<file path="config.mk">
export PLATFORM = sky130hd
export DESIGN_NAME = sink_discovery
export DESIGN_NICKNAME = d
export VERILOG_FILES = /design/src/rtl/disc_pkg.sv /design/src/rtl/disc_dpath.sv /design/src/rtl/disc_ctrl.sv /design/src/rtl/sink_discovery.sv
export SDC_FILE = /design/constraint.sdc
export NUM_CORES = 1
export LEC_CHECK = 0
export ABC_CLOCK_PERIOD_IN_PS = 2900
export CAP_MARGIN = 40
export CORE_AREA = 5 5 100 102
export CTS_BUF_LIST = sky130_fd_sc_hd__clkbuf_4
export DETAILED_ROUTE_END_ITERATION = 7
export DIE_AREA = 0 0 105 107
export PLACE_DENSITY = 0.68
export SLEW_MARGIN = 20
export SYNTH_ARGS = -nofsm -noshare
export SYNTH_HDL_FRONTEND = slang
export SYNTH_HIERARCHICAL = 1
export SYNTH_SLANG_ARGS = --single-unit
</file>
<file path="constraint.sdc">
create_clock -name clk -period 2.9 [get_ports clk]
set_input_delay 0.58 -clock clk [delete_from_list [all_inputs] [get_ports clk]]
set_output_delay 0.58 -clock clk [all_outputs]
set_load 0.05 [all_outputs]
</file>
<file path="src/rtl/disc_pkg.sv">
package disc_pkg;

  typedef enum logic [2:0] {
    ERR_NONE  = 3'd0,
    ERR_NODEV = 3'd1,
    ERR_RATE  = 3'd2,
    ERR_LANES = 3'd3,
    ERR_SUM   = 3'd4,
    ERR_CHAN  = 3'd5
  } errCode_e;

  // strobes from the control FSM to the datapath
  typedef struct packed {
    logic     clrIdx;
    logic     incIdx;
    logic     clrTry;
    logic     incTry;
    logic     capStore;
    logic     extStore;
    logic     clrSum;
    logic     sumAdd;
    logic     chkStore;
    logic     incBlk;
    logic     clrBlk;
    logic     setErr;
    errCode_e errVal;
  } strobe_t;

  localparam logic [7:0] REV_10     = 8'h10;
  localparam logic [7:0] REV_11     = 8'h11;
  localparam logic [7:0] RATE_LOW   = 8'h06;
  localparam logic [7:0] RATE_HIGH  = 8'h0A;
  localparam logic [6:0] EDID_DEV   = 7'h50;
  localparam logic [7:0] EDID_EXT   = 8'h7E;
  localparam int         TREQ_ADDR  = 'h218;
  localparam int         TRSP_ADDR  = 'h260;
  localparam int         TCHK_ADDR  = 'h261;
  localparam int         TREQ_BIT   = 1;
  localparam logic [7:0] TRSP_FLAG  = 8'h04;

endpackage

</file>
<file path="src/rtl/disc_dpath.sv">
module disc_dpath
  import disc_pkg::*;
#(
  parameter int CapBytes = 12,
  parameter int CapTries = 5,
  parameter int BlkBytes = 128,
  localparam int IdxW = $clog2(BlkBytes),
  localparam int TryW = $clog2(CapTries + 1)
) (
  input  logic            clk,
  input  logic            rstN,
  input  strobe_t         stb,
  input  logic [7:0]      rspData,
  output logic [IdxW-1:0] idx,
  output logic            blk,
  output logic            capLast,
  output logic            blkByteLast,
  output logic            triesOut,
  output logic            blkLast,
  output logic            sumZero,
  output errCode_e        capErr,
  output logic [7:0]      lastChk,
  output logic [7:0]      linkRate,
  output logic [4:0]      laneCount,
  output logic            enhFrame,
  output errCode_e        errCode
);

  logic [TryW-1:0] tryCnt;
  logic [7:0]      sum;
  logic [7:0]      revByte;
  logic [7:0]      rateByte;
  logic [7:0]      laneByte;
  logic            extMulti;
  logic [7:0]      laneVal;

  always_ff @(posedge clk or negedge rstN) begin
    if (!rstN) begin
      idx      <= '0;
      blk      <= 1'b0;
      tryCnt   <= '0;
      sum      <= '0;
      revByte  <= '0;
      rateByte <= '0;
      laneByte <= '0;
      extMulti <= 1'b0;
      lastChk  <= '0;
      errCode  <= ERR_NONE;
    end else begin
      if (stb.clrIdx)      idx <= '0;
      else if (stb.incIdx) idx <= idx + 1'b1;

      if (stb.clrBlk)      blk <= 1'b0;
      else if (stb.incBlk) blk <= 1'b1;

      if (stb.clrTry)      tryCnt <= '0;
      else if (stb.incTry) tryCnt <= tryCnt + 1'b1;

      if (stb.clrSum)      sum <= '0;
      else if (stb.sumAdd) sum <= sum + rspData;

      if (stb.capStore) begin
        if (idx == IdxW'(0)) revByte  <= rspData;
        if (idx == IdxW'(1)) rateByte <= rspData;
        if (idx == IdxW'(2)) laneByte <= rspData;
      end

      if (stb.extStore) extMulti <= (rspData != 8'h00);
      if (stb.chkStore) lastChk  <= rspData;
      if (stb.setErr)   errCode  <= stb.errVal;
    end
  end

  assign capLast     = (idx == IdxW'(CapBytes - 1));
  assign blkByteLast = (idx == IdxW'(BlkBytes - 1));
  assign triesOut    = (tryCnt == TryW'(CapTries - 1));
  assign blkLast     = (blk == extMulti);
  assign sumZero     = (sum == 8'h00);

  // lane field width depends on the revision
  assign laneVal = (revByte == REV_11) ? {3'b000, laneByte[4:0]} : laneByte;

  always_comb begin
    if (revByte != REV_10 && revByte != REV_11)                  capErr = ERR_NODEV;
    else if (rateByte != RATE_LOW && rateByte != RATE_HIGH)      capErr = ERR_RATE;
    else if (laneVal != 8'd1 && laneVal != 8'd2 && laneVal != 8'd4) capErr = ERR_LANES;
    else                                                         capErr = ERR_NONE;
  end

  assign linkRate  = rateByte;
  assign laneCount = laneVal[4:0];
  assign enhFrame  = (revByte == REV_11) && laneByte[7];


  // attempt counter never passes the last permitted attempt
  try_bound_chk: assert property (@(posedge clk) disable iff (!rstN)
    tryCnt < TryW'(CapTries));

endmodule

</file>
<file path="src/rtl/disc_ctrl.sv">
module disc_ctrl
  import disc_pkg::*;
#(
  parameter int AddrW    = 20,
  parameter int BlkBytes = 128,
  localparam int IdxW = $clog2(BlkBytes)
) (
  input  logic             clk,
  input  logic             rstN,
  input  logic             start,
  output logic             reqValid,
  input  logic             reqReady,
  output logic             reqWrite,
  output logic             reqI2c,
  output logic [AddrW-1:0] reqAddr,
  output logic [7:0]       reqWdata,
  input  logic             rspValid,
  input  logic [7:0]       rspData,
  input  logic             rspErr,
  input  logic [IdxW-1:0]  idx,
  input  logic             blk,
  input  logic             capLast,
  input  logic             blkByteLast,
  input  logic             triesOut,
  input  logic             blkLast,
  input  logic             sumZero,
  input  errCode_e         capErr,
  input  logic [7:0]       lastChk,
  output strobe_t          stb,
  output logic             done,
  output logic             error
);

  typedef enum logic [4:0] {
    S_IDLE, S_CAP_REQ, S_CAP_WAIT, S_CAP_CHK,
    S_EXT_REQ, S_EXT_WAIT, S_BLK_REQ, S_BLK_WAIT, S_BLK_CHK,
    S_TRQ_REQ, S_TRQ_WAIT, S_TCK_REQ, S_TCK_WAIT,
    S_TRS_REQ, S_TRS_WAIT, S_DONE, S_FAIL
  } state_e;

  state_e state, nxt;

  always_ff @(posedge clk or negedge rstN) begin
    if (!rstN) state <= S_IDLE;
    else       state <= nxt;
  end

  always_comb begin
    nxt = state;
    stb = '0;
    unique case (state)
      S_IDLE, S_DONE, S_FAIL: if (start) begin
        nxt = S_CAP_REQ;
        stb.clrIdx = 1'b1;
        stb.clrTry = 1'b1;
        stb.setErr = 1'b1;
        stb.errVal = ERR_NONE;
      end
      S_CAP_REQ: if (reqReady) nxt = S_CAP_WAIT;
      S_CAP_WAIT: if (rspValid) begin
        if (rspErr) begin
          if (triesOut) begin
            nxt = S_FAIL; stb.setErr = 1'b1; stb.errVal = ERR_CHAN;
          end else begin
            nxt = S_CAP_REQ; stb.incTry = 1'b1; stb.clrIdx = 1'b1;
          end
        end else begin
          stb.capStore = 1'b1;
          if (capLast) nxt = S_CAP_CHK;
          else begin nxt = S_CAP_REQ; stb.incIdx = 1'b1; end
        end
      end
      S_CAP_CHK: begin
        if (capErr != ERR_NONE) begin
          nxt = S_FAIL; stb.setErr = 1'b1; stb.errVal = capErr;
        end else nxt = S_EXT_REQ;
      end
      S_EXT_REQ: if (reqReady) nxt = S_EXT_WAIT;
      S_EXT_WAIT: if (rspValid) begin
        if (rspErr) begin
          nxt = S_FAIL; stb.setErr = 1'b1; stb.errVal = ERR_CHAN;
        end else begin
          nxt = S_BLK_REQ;
          stb.extStore = 1'b1; stb.clrIdx = 1'b1;
          stb.clrBlk = 1'b1;   stb.clrSum = 1'b1;
        end
      end
      S_BLK_REQ: if (reqReady) nxt = S_BLK_WAIT;
      S_BLK_WAIT: if (rspValid) begin
        if (rspErr) begin
          nxt = S_FAIL; stb.setErr = 1'b1; stb.errVal = ERR_CHAN;
        end else begin
          stb.sumAdd = 1'b1;
          if (blkByteLast) begin nxt = S_BLK_CHK; stb.chkStore = 1'b1; end
          else begin nxt = S_BLK_REQ; stb.incIdx = 1'b1; end
        end
      end
      S_BLK_CHK: begin
        if (!sumZero) begin
          nxt = S_FAIL; stb.setErr = 1'b1; stb.errVal = ERR_SUM;
        end else if (blkLast) nxt = S_TRQ_REQ;
        else begin
          nxt = S_BLK_REQ;
          stb.incBlk = 1'b1; stb.clrIdx = 1'b1; stb.clrSum = 1'b1;
        end
      end
      S_TRQ_REQ: if (reqReady) nxt = S_TRQ_WAIT;
      S_TRQ_WAIT: if (rspValid) begin
        if (rspErr) begin
          nxt = S_FAIL; stb.setErr = 1'b1; stb.errVal = ERR_CHAN;
        end else nxt = rspData[TREQ_BIT] ? S_TCK_REQ : S_DONE;
      end
      S_TCK_REQ: if (reqReady) nxt = S_TCK_WAIT;
      S_TCK_WAIT: if (rspValid) begin
        if (rspErr) begin
          nxt = S_FAIL; stb.setErr = 1'b1; stb.errVal = ERR_CHAN;
        end else nxt = S_TRS_REQ;
      end
      S_TRS_REQ: if (reqReady) nxt = S_TRS_WAIT;
      S_TRS_WAIT: if (rspValid) begin
        if (rspErr) begin
          nxt = S_FAIL; stb.setErr = 1'b1; stb.errVal = ERR_CHAN;
        end else nxt = S_DONE;
      end
      default: nxt = S_IDLE;
    endcase
  end

  // request field generation
  always_comb begin
    reqValid = 1'b0;
    reqWrite = 1'b0;
    reqI2c   = 1'b0;
    reqAddr  = '0;
    reqWdata = '0;
    unique case (state)
      S_CAP_REQ: begin
        reqValid = 1'b1;
        reqAddr  = AddrW'(idx);
      end
      S_EXT_REQ: begin
        reqValid = 1'b1; reqI2c = 1'b1;
        reqAddr  = AddrW'({EDID_DEV, EDID_EXT});
      end
      S_BLK_REQ: begin
        reqValid = 1'b1; reqI2c = 1'b1;
        reqAddr  = AddrW'({EDID_DEV, 8'h00}) + AddrW'(blk) * AddrW'(BlkBytes) + AddrW'(idx);
      end
      S_TRQ_REQ: begin
        reqValid = 1'b1;
        reqAddr  = AddrW'(TREQ_ADDR);
      end
      S_TCK_REQ: begin
        reqValid = 1'b1; reqWrite = 1'b1;
        reqAddr  = AddrW'(TCHK_ADDR);
        reqWdata = lastChk;
      end
      S_TRS_REQ: begin
        reqValid = 1'b1; reqWrite = 1'b1;
        reqAddr  = AddrW'(TRSP_ADDR);
        reqWdata = TRSP_FLAG;
      end
      default: ;
    endcase
  end

  assign done  = (state == S_DONE);
  assign error = (state == S_FAIL);


  // a stalled request keeps its fields until accepted
  req_hold_chk: assert property (@(posedge clk) disable iff (!rstN)
    (reqValid && !reqReady) |=> (reqValid && $stable(reqAddr) && $stable(reqWdata) && $stable(reqWrite)));


  // completion levels are exclusive
  done_excl_chk: assert property (@(posedge clk) disable iff (!rstN)
    !(done && error));

endmodule

</file>
<file path="src/rtl/sink_discovery.sv">
module sink_discovery
  import disc_pkg::*;
#(
  parameter int AddrW    = 20,
  parameter int CapBytes = 12,
  parameter int CapTries = 5,
  parameter int BlkBytes = 128,
  localparam int IdxW = $clog2(BlkBytes)
) (
  input  logic             clk,
  input  logic             rstN,
  input  logic             start,
  output logic             reqValid,
  input  logic             reqReady,
  output logic             reqWrite,
  output logic             reqI2c,
  output logic [AddrW-1:0] reqAddr,
  output logic [7:0]       reqWdata,
  input  logic             rspValid,
  input  logic [7:0]       rspData,
  input  logic             rspErr,
  output logic             done,
  output logic             error,
  output logic [2:0]       errCode,
  output logic [7:0]       linkRate,
  output logic [4:0]       laneCount,
  output logic             enhFrame
);

  strobe_t         stb;
  logic [IdxW-1:0] idx;
  logic            blk, capLast, blkByteLast, triesOut, blkLast, sumZero;
  errCode_e        capErr, errCodeE;
  logic [7:0]      lastChk;

  disc_ctrl #(.AddrW(AddrW), .BlkBytes(BlkBytes)) uCtrl (
    .clk(clk), .rstN(rstN), .start(start),
    .reqValid(reqValid), .reqReady(reqReady), .reqWrite(reqWrite),
    .reqI2c(reqI2c), .reqAddr(reqAddr), .reqWdata(reqWdata),
    .rspValid(rspValid), .rspData(rspData), .rspErr(rspErr),
    .idx(idx), .blk(blk), .capLast(capLast), .blkByteLast(blkByteLast),
    .triesOut(triesOut), .blkLast(blkLast), .sumZero(sumZero),
    .capErr(capErr), .lastChk(lastChk), .stb(stb),
    .done(done), .error(error)
  );

  disc_dpath #(.CapBytes(CapBytes), .CapTries(CapTries), .BlkBytes(BlkBytes)) uDpath (
    .clk(clk), .rstN(rstN), .stb(stb), .rspData(rspData),
    .idx(idx), .blk(blk), .capLast(capLast), .blkByteLast(blkByteLast),
    .triesOut(triesOut), .blkLast(blkLast), .sumZero(sumZero),
    .capErr(capErr), .lastChk(lastChk), .linkRate(linkRate),
    .laneCount(laneCount), .enhFrame(enhFrame), .errCode(errCodeE)
  );

  assign errCode = errCodeE;


  // a finished sequence always reports a legal lane count
  lanes_legal_chk: assert property (@(posedge clk) disable iff (!rstN)
    done |-> (laneCount == 5'd1 || laneCount == 5'd2 || laneCount == 5'd4));


  // entering failure always carries a nonzero code; success carries zero
  fail_code_chk: assert property (@(posedge clk) disable iff (!rstN)
    $rose(error) |-> (errCode != 3'd0));


  done_code_chk: assert property (@(posedge clk) disable iff (!rstN)
    done |-> (errCode == 3'd0));

endmodule

</file>
# After elaboration in Yosys (flattened, before gate mapping)
# Index checks and enable logic that the tools add are counted.
# Widths: inputs -> output; s select.
dict set report totals {
  ff_bits 60
  output_inout_bits 50
}
dict set report op_classes {
  n_addsub 5
  reduce_logical 23
  eq_ne 43
  muxes 82
}
# operator count
set ops {}
lappend ops {{$pmux 20 s6} 1}
lappend ops {{$mux 5} 23}
lappend ops {{$pmux 5 s15} 1}
lappend ops {{$eq 5x4->1 const B} 8}
lappend ops {{$mux 4} 10}
lappend ops {{$ne 2x2->1 const B} 13}
lappend ops {{$mux 8} 3}
lappend ops {{$pmux 4 s6} 1}
lappend ops {{$mux 1} 22}
lappend ops {{$add 20x7->20} 1}
lappend ops {{$eq 5x3->1 const B} 4}
lappend ops {{$mux 2} 10}
lappend ops {{$add 15x8->16 const A} 1}
lappend ops {{$ne 8x3->1 const B} 2}
lappend ops {{$ne 8x5->1 const B} 2}
lappend ops {{$pmux 8 s2} 1}
lappend ops {{$mux 3} 5}
lappend ops {{$mux 7} 2}
lappend ops {{$reduce_and 13->1} 1}
lappend ops {{$eq 5x2->1 const B} 2}
lappend ops {{$add 8x8->8} 1}
lappend ops {{$eq 8x5->1 const B} 1}
lappend ops {{$logic_not 8->1} 1}
lappend ops {{$ne 8x1->1 const B} 1}
lappend ops {{25 further kinds} 36}

# Logic depth before layout (Yosys ltp)
dict set report depth {
  depth_word 11
  depth_mapped 10
  depth_no_buf 9
}

# By module
# Netlist, hierarchy kept.
# mod area_each_um2 cells_per_inst n_inst seq_area_each_um2
set modules_own_cells {}
lappend modules_own_cells {disc_dpath 2712.6 230 1 1376.3}
lappend modules_own_cells {disc_ctrl 1197.4 172 1 125.1}

# Worst setup path after synthesis
# OpenSTA, ideal clock, no wires.
dict set report synth_path {
  path_type {register to output}
  from {reg uCtrl.state[4]}
  to {out reqAddr[14]}
  stages_incl_launch_ff 5
  n_path_buf 3
  path_slack_ns -0.007
  required_ns 2.320
  t_arrival_ns 2.327
  path_cell_list {dfrtp_1 clkbuf_1 clkbuf_1 nor3_1 buf_4}
}
dict set report synth_via {
  elab_chain_cells 2
  elab_cells_between_ends 7
  classes_between {6 x eq/ne; 1 x mux}
}
# item line_no
set synth_lines {}
lappend synth_lines {{start, declared} disc_ctrl.sv:41} ;# state_e state, nxt;
lappend synth_lines {{start signal, assigned} disc_ctrl.sv:45} ;# else state <= nxt;
lappend synth_lines {{$eq 5x4->1 (tied with other cells)} disc_ctrl.sv:136} ;# unique case (state)
lappend synth_lines {{$pmux 20 s6 *} disc_ctrl.sv:136}
lappend synth_lines {{end, declared} sink_discovery.sv:17} ;# output logic [AddrW-1:0] reqAddr,
# Mark *: on every way between the ends. The rest lies on a longest branch, timed or not.

# Final worst setup path
dict set report layout_path {
  from {reg uCtrl.state[1]}
  to {out reqAddr[0]}
}
# Same word-level chain as after synthesis.

==> impl_metrics.env <==
export IMPL_outcome="complete, no violations"
export IMPL_synth_edf_count=0
export IMPL_syn_area_per_cell_um2=9.73
export IMPL_fin_crit_sh=0.960
export IMPL_power_density_mw_per_mm2=620
export IMPL_cts_hold_buf=0
export IMPL_synthCells=402
export IMPL_syn_to_final_growth_pct=26.6
export IMPL_ys_flop_type="dfrtp_1"
export IMPL_drtIter0Drc=184
export IMPL_comb_power_share=0.437
export IMPL_worstSetupStartpointType="flip-flop"
export IMPL_tightest_slew_ps=522
export IMPL_yosysWarningCount=6
export IMPL_num_rows=35
export IMPL_power_switching_w=0.00126
export IMPL_path_common_cell="a21oi_1"
export IMPL_crit_type="flip-flop to output port"
export IMPL_worst_endpoint_required_ps=2320
export IMPL_min_path_type="primary input to asynchronous set/reset pin"
export IMPL_cts_sinks=60
export IMPL_grt_pass1_wl_mm=16.6
export IMPL_dp_cells=568
export IMPL_synthDistinctLibCells=64
export IMPL_firstDrtPassIters=5
export IMPL_vias=3208
export IMPL_async_flop_share=1.00
export IMPL_synth_area_mm2=0.00391
export IMPL_cts_made_buffers=9
export IMPL_top_level_ports=64
export IMPL_layout_cells_non_filler=586
export IMPL_ir_drop_uv=323
export IMPL_place_area_mm2=0.00476
export IMPL_seqPwrFrac=0.358
export IMPL_grtUsageTotal=0.182
export IMPL_clkLatencyLatePin_ps=400
export IMPL_fin_setup_tns_ps=0
export IMPL_post_dp_hpwl_mm=7.30
export IMPL_crit_path_end_kind="output port"
export IMPL_finalClockSkew_ps=15.0
export IMPL_slew_violations=0
export IMPL_wl_per_cell_um=16.7
export IMPL_swShare=0.411
export IMPL_route_final_wire_length_mm=9.81
export IMPL_leakage_nw=2.31
export IMPL_coreArea_mm2=0.00902
export IMPL_synth_seq_cells=60
export IMPL_port_buffers=54
export IMPL_dieArea_mm2=0.0112
export IMPL_critPathMaxStageDelay_ps=490
export IMPL_diodes=0
export IMPL_cts_tree="built"
export IMPL_crit_chain="buf_4 > nor3b_2 > a21oi_1 > or3b_2 > a21oi_1 > buf_12"
export IMPL_clkTransAtPathRegs_ps=120
export IMPL_ys_seq_area_frac=0.384
export IMPL_antenna_found_initial=0
export IMPL_h_tree_depth=3
export IMPL_die_x_um=105
export IMPL_grt_ovfl_total=0
export IMPL_cp_slowest_cell="dfrtp_1"
export IMPL_fmax_ghz=0.359
export IMPL_max_slew_margin_rel=0.647
export IMPL_postLayoutCellArea_mm2=0.00495
export IMPL_grt_pass1_vias=3263
export IMPL_whs_ps=130
export IMPL_p_int_w=0.00181
export IMPL_p_clk_frac=0.205
export IMPL_drv_cap=0
export IMPL_cts_root_buffer="clkbuf_4"
export IMPL_period_minus_slack_ps=2780
export IMPL_setup_violations=0
export IMPL_viasPerCell=5.47
export IMPL_cp_max_fo=8
export IMPL_gp_congestion=0.907
export IMPL_fin_nets=498
export IMPL_drive_gt1_frac=0.276
export IMPL_critPathArrivalTime_ps=2200
export IMPL_hold_violations=0
export IMPL_die_h_um=107
export IMPL_drc=0
export IMPL_start_util=0.433
export IMPL_antenna_left=0
export IMPL_cts_buffer_depth=2
export IMPL_rsz0062_at_grt="false"
export IMPL_grt_max_degree=41
==> worst paths after layout <==
| path | start | endpoint | slack (ps) | cells past startpoint |
|---|---|---|---|---|
| worst max-delay path | uCtrl/state[1]$_DFFE_PN0P_ | reqAddr[0] | 120 | 6 |
| worst min-delay path | rstN | uDpath/lastChk[3]$_DFFE_PN0P_ | 130 | 2 |
| worst max register to register | uDpath/revByte[5]$_DFFE_PN0P_ | uDpath/errCode[0]$_DFFE_PN0P_ | 210 | 7 |
| worst min register to register | uDpath/lastChk[5]$_DFFE_PN0P_ | uDpath/lastChk[5]$_DFFE_PN0P_ | 510 | 1 |
| max in group asynchronous | rstN | uDpath/idx[6]$_DFFE_PN0P_ | 2300 | 2 |
| min in group clk | uDpath/lastChk[5]$_DFFE_PN0P_ | uDpath/lastChk[5]$_DFFE_PN0P_ | 510 | 1 |
==> per-layer routing <==
metal	share of wire	wire length (um)	global-route usage
met2	0.49	4800	0.296
met3	0.056	553	0.0397
met1	0.44	4360	0.236
met4	0.010	99	0.0667
met5	0	0	0
==> power by group through the flow <==
stage / clock (W) / combinational, W / sequential [W]
after floorplan: 0 / 0.000863 / 0.00113
after global placement: 0 / 0.00126 / 0.00112
after detailed placement: 0 / 0.00128 / 0.00113
after CTS: 0.000650 / 0.00128 / 0.00111
after global routing: 0.000694 / 0.00144 / 0.00112
final: 0.000629 / 0.00134 / 0.00110
==> cell type report <==
| class | instances | area [um2] |
|---|---|---|
| fill | 811 | 4070 |
| timing repair buffer | 83 | 913 |
| sequential | 60 | 1510 |
| multi-input combinational | 302 | 2190 |
| clock buffer | 9 | 67.6 |
| tap | 111 | 139 |
| inverter | 14 | 52.6 |
| clock inverter | 7 | 80.1 |
==> per-stage QoR <==
step / setup WS [ps] / utilization / power [W]
floorplan: 224 / - / 0.00199
global placement: 158 / 0.528 / 0.00238
detailed placement: 76.5 / 0.528 / 0.00240
CTS: 16.4 / 0.544 / 0.00304
global route: 6.19 / 0.549 / 0.00325
finish: 116 / 0.549 / 0.00307
==> timing repair <==
item	CTS	global route
gates resized for setup	0	9
endpoints found under the setup margin	0	20
buffers inserted	0	2
==> placed cells by master (no fill, tap or decap), drive strengths merged, types with 7 or more instances in the layout <==
| cell | Yosys | routed |
|---|---|---|
| nor2 | 34 | 34 |
| nor3b | 7 | 7 |
| nand2 | 29 | 29 |
| o21ai | 23 | 23 |
| nor3 | 11 | 11 |
| a21oi | 20 | 20 |
| clkbuf | 7 | 9 |
| buf | 27 | 53 |
| nor4 | 7 | 7 |
| and2 | 11 | 11 |
| mux2 | 40 | 40 |
| dfrtp | 60 | 60 |
| xor2 | 9 | 9 |
| inv | 13 | 17 |
| ha | 13 | 13 |
| clkdlybuf4s50 | 0 | 28 |
| conb | 2 | 10 |
| mux2i | 9 | 9 |
==> worst max-delay path, delay by kind of cell (launching register included) <==
kind	cells	cell delay, ps
AOI/OAI and AO/OA	2	280
buffers and inverters	2	380
DFF	1	490
and+or+nand+nor	2	640
==> synthesized netlist by cell type, types with 7 or more instances <==
cell,instances,area [um2]
dfrtp_1,60,1500
mux2_2,36,405
nor2_1,34,128
nand2_1,25,93.8
o21ai_0,22,110
a21oi_1,20,100
buf_4,20,150
ha_1,13,163
inv_1,13,48.8
and2_1,11,68.8
nor3_1,11,55.1
mux2i_1,9,90.1
xor2_1,9,78.8
clkbuf_1,7,26.3
==> kinds of logic after synthesis <==
family                   share of synthesized area
multiplexers                                 0.141
other                                      0.00192
buffers and inverters                       0.0688
adder cells (fa/ha/maj)                     0.0467
flip-flops                                   0.384
XOR/XNOR                                    0.0336
AND/OR/NAND/NOR                              0.206
AO/OA/AOI/OAI                                0.117
==> sequential cells by signal, summed over array words and instances, names as in the netlist <==
register,count
uDpath/laneByte,8
uCtrl/state,5
uDpath/sum,8
uDpath/blk,1
uDpath/revByte,8
uDpath/errCode,3
uDpath/idx,7
uDpath/tryCnt,3
uDpath/extMulti,1
uDpath/linkRate,8
uDpath/lastChk,8
Power figures use the tool's default switching activity.
